`src/rtl/pipe_adc_corrector.sv`:
```
module pipe_adc_corrector #(
  parameter int FIRST_BITS = 3,
  parameter int MID_BITS   = 2,
  parameter int MID_STAGES = 5,
  parameter int LAST_BITS  = 1
) (
  input  logic                                                 clk,
  input  logic                                                 rst_n,
  input  logic                                                 in_valid,
  input  logic [FIRST_BITS:0]                                  first_code,
  input  logic [MID_STAGES*(MID_BITS+1)-1:0]                   mid_codes,
  input  logic [LAST_BITS-1:0]                                 last_code,
  input  logic                                                 over_hi,
  input  logic                                                 over_lo,
  output logic                                                 out_valid,
  output logic [FIRST_BITS+MID_BITS*MID_STAGES+LAST_BITS-1:0]  out_word,
  output logic                                                 out_range
);
  localparam int NSTAGE = MID_STAGES + 2;
  localparam int OUT_W  = FIRST_BITS + MID_BITS*MID_STAGES + LAST_BITS;
  localparam int FCW    = FIRST_BITS + 1;
  localparam int MCW    = MID_BITS + 1;
  localparam int SUM_W  = OUT_W + 1;
  localparam int SH0    = OUT_W - FIRST_BITS - 1;
  localparam int CNT_W  = $clog2(NSTAGE);

  logic [FCW+1:0]   fchain [NSTAGE-1];
  logic [MCW-1:0]   mid_al [MID_STAGES];
  logic [FCW+1:0]   f_al;
  logic [SUM_W-1:0] sum;
  logic [OUT_W-1:0] res;
  logic [CNT_W-1:0] fill;
  logic             full;

  always_ff @(posedge clk or negedge rst_n)
    if (!rst_n)
      for (int i = 0; i < NSTAGE-1; i++) fchain[i] <= '0;
    else if (in_valid) begin
      fchain[0] <= {over_hi, over_lo, first_code};
      for (int i = 1; i < NSTAGE-1; i++) fchain[i] <= fchain[i-1];
    end

  assign f_al = fchain[NSTAGE-2];

  for (genvar m = 0; m < MID_STAGES; m++) begin : g_mid
    localparam int D = MID_STAGES - m;
    logic [MCW-1:0] mchain [D];
    always_ff @(posedge clk or negedge rst_n)
      if (!rst_n)
        for (int i = 0; i < D; i++) mchain[i] <= '0;
      else if (in_valid) begin
        mchain[0] <= mid_codes[m*MCW +: MCW];
        for (int i = 1; i < D; i++) mchain[i] <= mchain[i-1];
      end
    assign mid_al[m] = mchain[D-1];
  end

  always_comb begin
    sum = SUM_W'(f_al[FCW-1:0]) << SH0;
    for (int m = 0; m < MID_STAGES; m++)
      sum = sum + (SUM_W'(mid_al[m]) << (SH0 - MID_BITS*(m+1)));
    sum = sum + SUM_W'(last_code);
  end

  always_comb begin
    if (f_al[FCW+1])      res = '1;
    else if (f_al[FCW])   res = '0;
    else if (sum[OUT_W])  res = '1;
    else                  res = sum[OUT_W-1:0];
  end

  assign full = (fill == CNT_W'(NSTAGE-1));

  always_ff @(posedge clk or negedge rst_n)
    if (!rst_n) fill <= '0;
    else if (in_valid && !full) fill <= fill + 1'b1;

  always_ff @(posedge clk or negedge rst_n)
    if (!rst_n) begin
      out_valid <= 1'b0;
      out_word  <= '0;
      out_range <= 1'b0;
    end else begin
      out_valid <= in_valid && full;
      if (in_valid && full) begin
        out_word  <= res;
        out_range <= f_al[FCW+1] | f_al[FCW];
      end
    end
endmodule

```
`config.mk`:
```
export PLATFORM = sky130hd
export DESIGN_NAME = pipe_adc_corrector
export DESIGN_NICKNAME = d
export VERILOG_FILES = /design/src/rtl/pipe_adc_corrector.sv
export SDC_FILE = /design/constraint.sdc
export NUM_CORES = 1
export LEC_CHECK = 0
export ABC_AREA = 1
export BUFFER_PORTS_ARGS = -buffer_cell sky130_fd_sc_hd__buf_2
export CAP_MARGIN = 20
export CORE_ASPECT_RATIO = 1.25
export CORE_MARGIN = 5
export CORE_UTILIZATION = 40
export CTS_CLUSTER_DIAMETER = 100
export DETAILED_ROUTE_END_ITERATION = 8
export PLACE_DENSITY = 0.69
export SYNTH_ARGS = -nofsm -noshare
export SYNTH_HDL_FRONTEND = slang
export SYNTH_SLANG_ARGS = --single-unit
```
`constraint.sdc`:
```
create_clock -name clk -period 3.8 [get_ports clk]
set_clock_uncertainty 0.2 [all_clocks]
set_input_delay 0.19 -clock clk [delete_from_list [all_inputs] [get_ports clk]]
set_output_delay 0.19 -clock clk [all_outputs]
set_load 0.02 [all_outputs]
```
Yosys cells after proc, flatten, opt, wreduce, memory -nomap -nowiden. Index checks and enable logic that the tools add are counted.

Logic and storage cells: 40. Output and inout bits: 16. Flip-flop bits (word level): 100.

Equal/unequal tests: 1. Add/sub/neg operators: 7. Bitwise gates (word level): 1. Reductions and logical operators: 3. Muxes and demuxes: 3.

Operator list (count): 2-to-1 mux 14 bit (3); adder 14 x 11 -> 15 bit (1); adder 15 x 1 -> 15 bit (1); adder 15 x 3 -> 15 bit (1); adder 15 x 5 -> 15 bit (1); adder 15 x 7 -> 15 bit (1); adder 15 x 9 -> 15 bit (1); adder 3 x 1 -> 3 bit, second input constant (1); == test 3 bit, second input constant (1); logical AND 1 bit (2); logical NOT 1 bit (1); bitwise OR 1 bit (1).

Longest topological paths before layout.
Depth in word-level cells: 9. Mapped depth: 11. Gate-level depth less buffers: 10.

Least setup slack after synthesis. Ideal clock, no wire load.

Path kind: register to register. Start point: register g_mid[4].mchain[0] (netlist bit). End point: register out_word[12]. Data arrival time: 1.525 ns. Cell stages (with the launch flop): 12. Slack: 1.952 ns. Required time: 3.477 ns. Cell sequence: dfrtp_1 ha_1 ha_1 nand3_1 nand3_2 nand2_1 nor2_2 nor2_2 buf_6 nand3_1 nand2_1 a21oi_2.

Cells in the longest elaborated chain, start to end: 5.

Ends and longest elaborated chain: start: declaration (line 47) `logic [MCW-1:0] mchain [D];`; adder 15 x 3 -> 15 bit (line 61) `sum = sum + (SUM_W'(mid_al[m]) << (SH0 - MID_BITS*(m+1)));`; adder 15 x 1 -> 15 bit (line 62) `sum = sum + SUM_W'(last_code);`; 2-to-1 mux 14 bit (line 68) `else if (sum[OUT_W]) res = '1;`; 2-to-1 mux 14 bit (line 67) `else if (f_al[FCW]) res = '0;`; 2-to-1 mux 14 bit (line 66) `if (f_al[FCW+1]) res = '1;`; end signal: assignment (line 86) `out_word <= res;`; end: declaration (line 16) `output logic [FIRST_BITS+MID_BITS*MID_STAGES+LAST_BITS-1:0] out_word,`.

Every way passes these cells. A chain may end at the register's enable or synchronous reset.

Worst setup path after layout.
Start point: register g_mid[4].mchain[0] (netlist bit). End point: register out_word[0].

The elaborated chain is that of the path after synthesis.

==> results.md <==
- Outcome: complete, no violations
- Total track usage: 0.145
- DRC: 0
- Die Ht: 128 um
- Largest net degree at the start of global routing: 90
- Slew @ Worst Pin: 0.842 ns
- RSZ-0062 raised after global routing: no
- Routing usage on met3: 0.0338
- Netlist cell types: 29
- Pwr dens: 557 nW/um^2
- Slowest stage cell, crit path: nor2_2
- Min Tclk post-route: 2.31 ns
- Root buffer cell: clkbuf_16
- Setup-failing EPs final: 0
- Setup TNS: 0 ns
- WP data arrival: 2.32 ns
- Grt peak-use layer: met2
- Final ANT Viol Nets: 0
- Worst path max stage delay: 0.42 ns
- Iteration count of the initial detailed-routing pass: 4
- Routed WL per cell: 12.3 um
- Vias in the first global route: 3322
- Initial drt markers: 182
- Clock-pin slew on the worst setup and hold paths: 0.07 ns
- Final period util: 0.607
- Die area: 13300 sq um
- Total power: 2.97 mW
- CP Capture Type: flip-flop
- PortBufs: 40
- Initial Utilization: 0.405
- Ports: 41
- Syn Inst Count: 526
- Met2 usage: 0.235
- Cell Rows: 43
- Crit path max fanout: 13
- Startpoint Class: flip-flop
- Num Clock Sinks: 100
- Max cap viols: 0
- Vias: 3425
- CTS H-tree depth: 3
- Fin. max-slew vios: 0
- Vias per cell: 4.71
- Worst path cell trace: ha_1, ha_1, nand3_1, nand3_2, nand2_1, nor2_2, nor2_2, inv_1, o21ai_0, a21boi_0
- Worst hold slack: 0.0703 ns
- GRT overflow: 0
- DIE WIDTH: 104 um
- Initial antenna violation count: 0
- Final WL: 8970 um
- Lkg Pwr: 2.83 nW
- Hold Fails Final Rpt: 0
- Layout cell share with drive strength beyond 1: 0.147
- Core area: 11000 sq um
- Hpwl dp: 5720 um
- CTS max path bufs: 2
- Post-CTS Repair Setup Buffers: 0
- GR Layer Usage met1: 0.187
- First-pass GRT wire length: 16000 um
- Cell Area, Synth: 4440 sq um
- Max VDD drop: 207 uV
- Final #Nets: 621
- Crit path max-delay family: simple AND/OR/NAND/NOR gates
- CP Buf/Inv Count: 1
- CTS Buf Count: 9
- TritonCTS clock tree: yes
- #FFs+latches synth: 100
- Kind of critical path: flip-flop to flip-flop
- RD Place Congestion: 0.853
- Syn nets: 560
- Relative slew slack: 0.439
- Area Overhead vs Synth: 19.9%
- Synth Area per Inst: 8.45 sq um
- Synth Warn #: 0
- Sequential share of the synthesized area: 0.563
- # diodes: 0
- Fmax: 434 MHz
- FILL cells: 1079
- Later-pin clock latency in the skew report: 0.34 ns
- Worst Path Required: 3.81 ns
- Hold WC Path Type: input pin to async pin
-- sequential cells by signal, indices dropped and copies added, names as in the netlist --
signal and count:
f_al 6, out_valid 1, g_mid.mchain 45, out_range 1, fill 3, fchain 30, out_word 14
-- metrics by stage --
stage	std cells	utilization	setup slack (ns)	area (sq um)
floorplan	526	-	1.95	4440
global placement	682	0.431	1.56	4730
detailed placement	682	0.431	1.46	4730
CTS	725	0.482	1.46	5290
global route	727	0.485	1.25	5330
finish	727	0.485	1.49	5330
-- worst register-to-register path, stage by stage, from the launching register on --
cell	delay, ns
dfrtp_1	0.38
ha_1	0.20
ha_1	0.22
nand3_1	0.13
nand3_2	0.08
nand2_1	0.12
nor2_2	0.05
nor2_2	0.43
inv_1	0.11
o21ai_0	0.16
a21boi_0	0.10
-- layout by cell type, fill, tap and decap left out, drive strengths merged --
master and count:
nand2 273, dfrtp 100, buf 45, inv 29, dlygate4sd3 27, nand3 22
o21ai 21, nor2 14, or2 10, ha 9, clkbuf 9, a21boi 8
xor2 6, a21oi 5, a2bb2oi 5, nand4 2, xnor2 2, clkinv 2
nor3 1, o21a 1, clkinvlp 1
-- synth_stat cells, drive strengths merged --
| library cell | n | area, sq um |
|---|---|---|
| nand2 | 273 | 1030 |
| dfrtp | 100 | 2500 |
| inv | 25 | 93.8 |
| nand3 | 22 | 115 |
| o21ai | 21 | 109 |
| clkbuf | 15 | 56.3 |
| nor2 | 14 | 62.6 |
| or2 | 10 | 62.6 |
| ha | 9 | 113 |
| a21boi | 8 | 71.3 |
| buf | 7 | 46.3 |
| xor2 | 6 | 52.6 |
| a21oi | 5 | 28.8 |
| a2bb2oi | 5 | 50.0 |
| nand4 | 2 | 12.5 |
| xnor2 | 2 | 17.5 |
| nor3 | 1 | 10.0 |
| o21a | 1 | 7.51 |
-- metal layers --
layer | wire length, um | share of wire
met5 | 0 | 0
met4 | 268 | 0.030
met3 | 316 | 0.035
met1 | 4060 | 0.45
met2 | 4320 | 0.48
-- power breakdown --
group / total (mW) / internal (mW) / switching, mW / leakage [nW]
Sequential: 1.38 / 1.27 / 0.118 / 1.24
Clock: 0.878 / 0.456 / 0.422 / 0.139
Combinational: 0.706 / 0.304 / 0.402 / 1.44
Total: 2.97 / 2.03 / 0.941 / 2.83
-- logic make-up (layout without fill, tap and decap cells) --
logic type                 count (synthesis)  count (layout)  share of synthesized area
AOI/OAI and AO/OA                         40              40                     0.0600
DFF                                      100             100                      0.563
adders and majority gates                  9               9                     0.0253
buffers and inverters                     47             113                     0.0442
and+or+nand+nor                          322             322                      0.291
xor gates and xnor gates                   8               8                     0.0158
-- final timing paths --
| kind | from | endpoint | slack [ns] | depth (start not counted) |
|---|---|---|---|---|
| max in group asynchronous | rst_n | fchain[17] | 2.46 | 4 |
| worst min register to register | fchain[31] | fchain[25] | 0.27 | 2 |
| worst min-delay path | rst_n | out_word[4] | 0.07 | 2 |
| min in group clk | last_code | out_word[0] | 0.13 | 4 |
| worst max-delay path | g_mid[4].mchain[0] | out_word[0] | 1.49 | 10 |
| worst max register to register | g_mid[4].mchain[0] | out_word[0] | 1.49 | 10 |
-- timing repair --
item,4_1_cts,5_1_grt
resized for setup,0,0
endpoints found under the setup margin,0,0
hold endpoints to repair,108,0
hold buffers,27,0
-- layout make-up --
cell class,count,area [sq um],share of cell area
timing repair buffer,72,534,0.100
multi-input combinational,379,1740,0.327
tap,135,169,0.0317
clock buffer,9,225,0.0423
clock inverter,7,58.8,0.0110
inverter,25,93.8,0.0176
sequential,100,2500,0.470
Power figures use the tool's default switching activity.
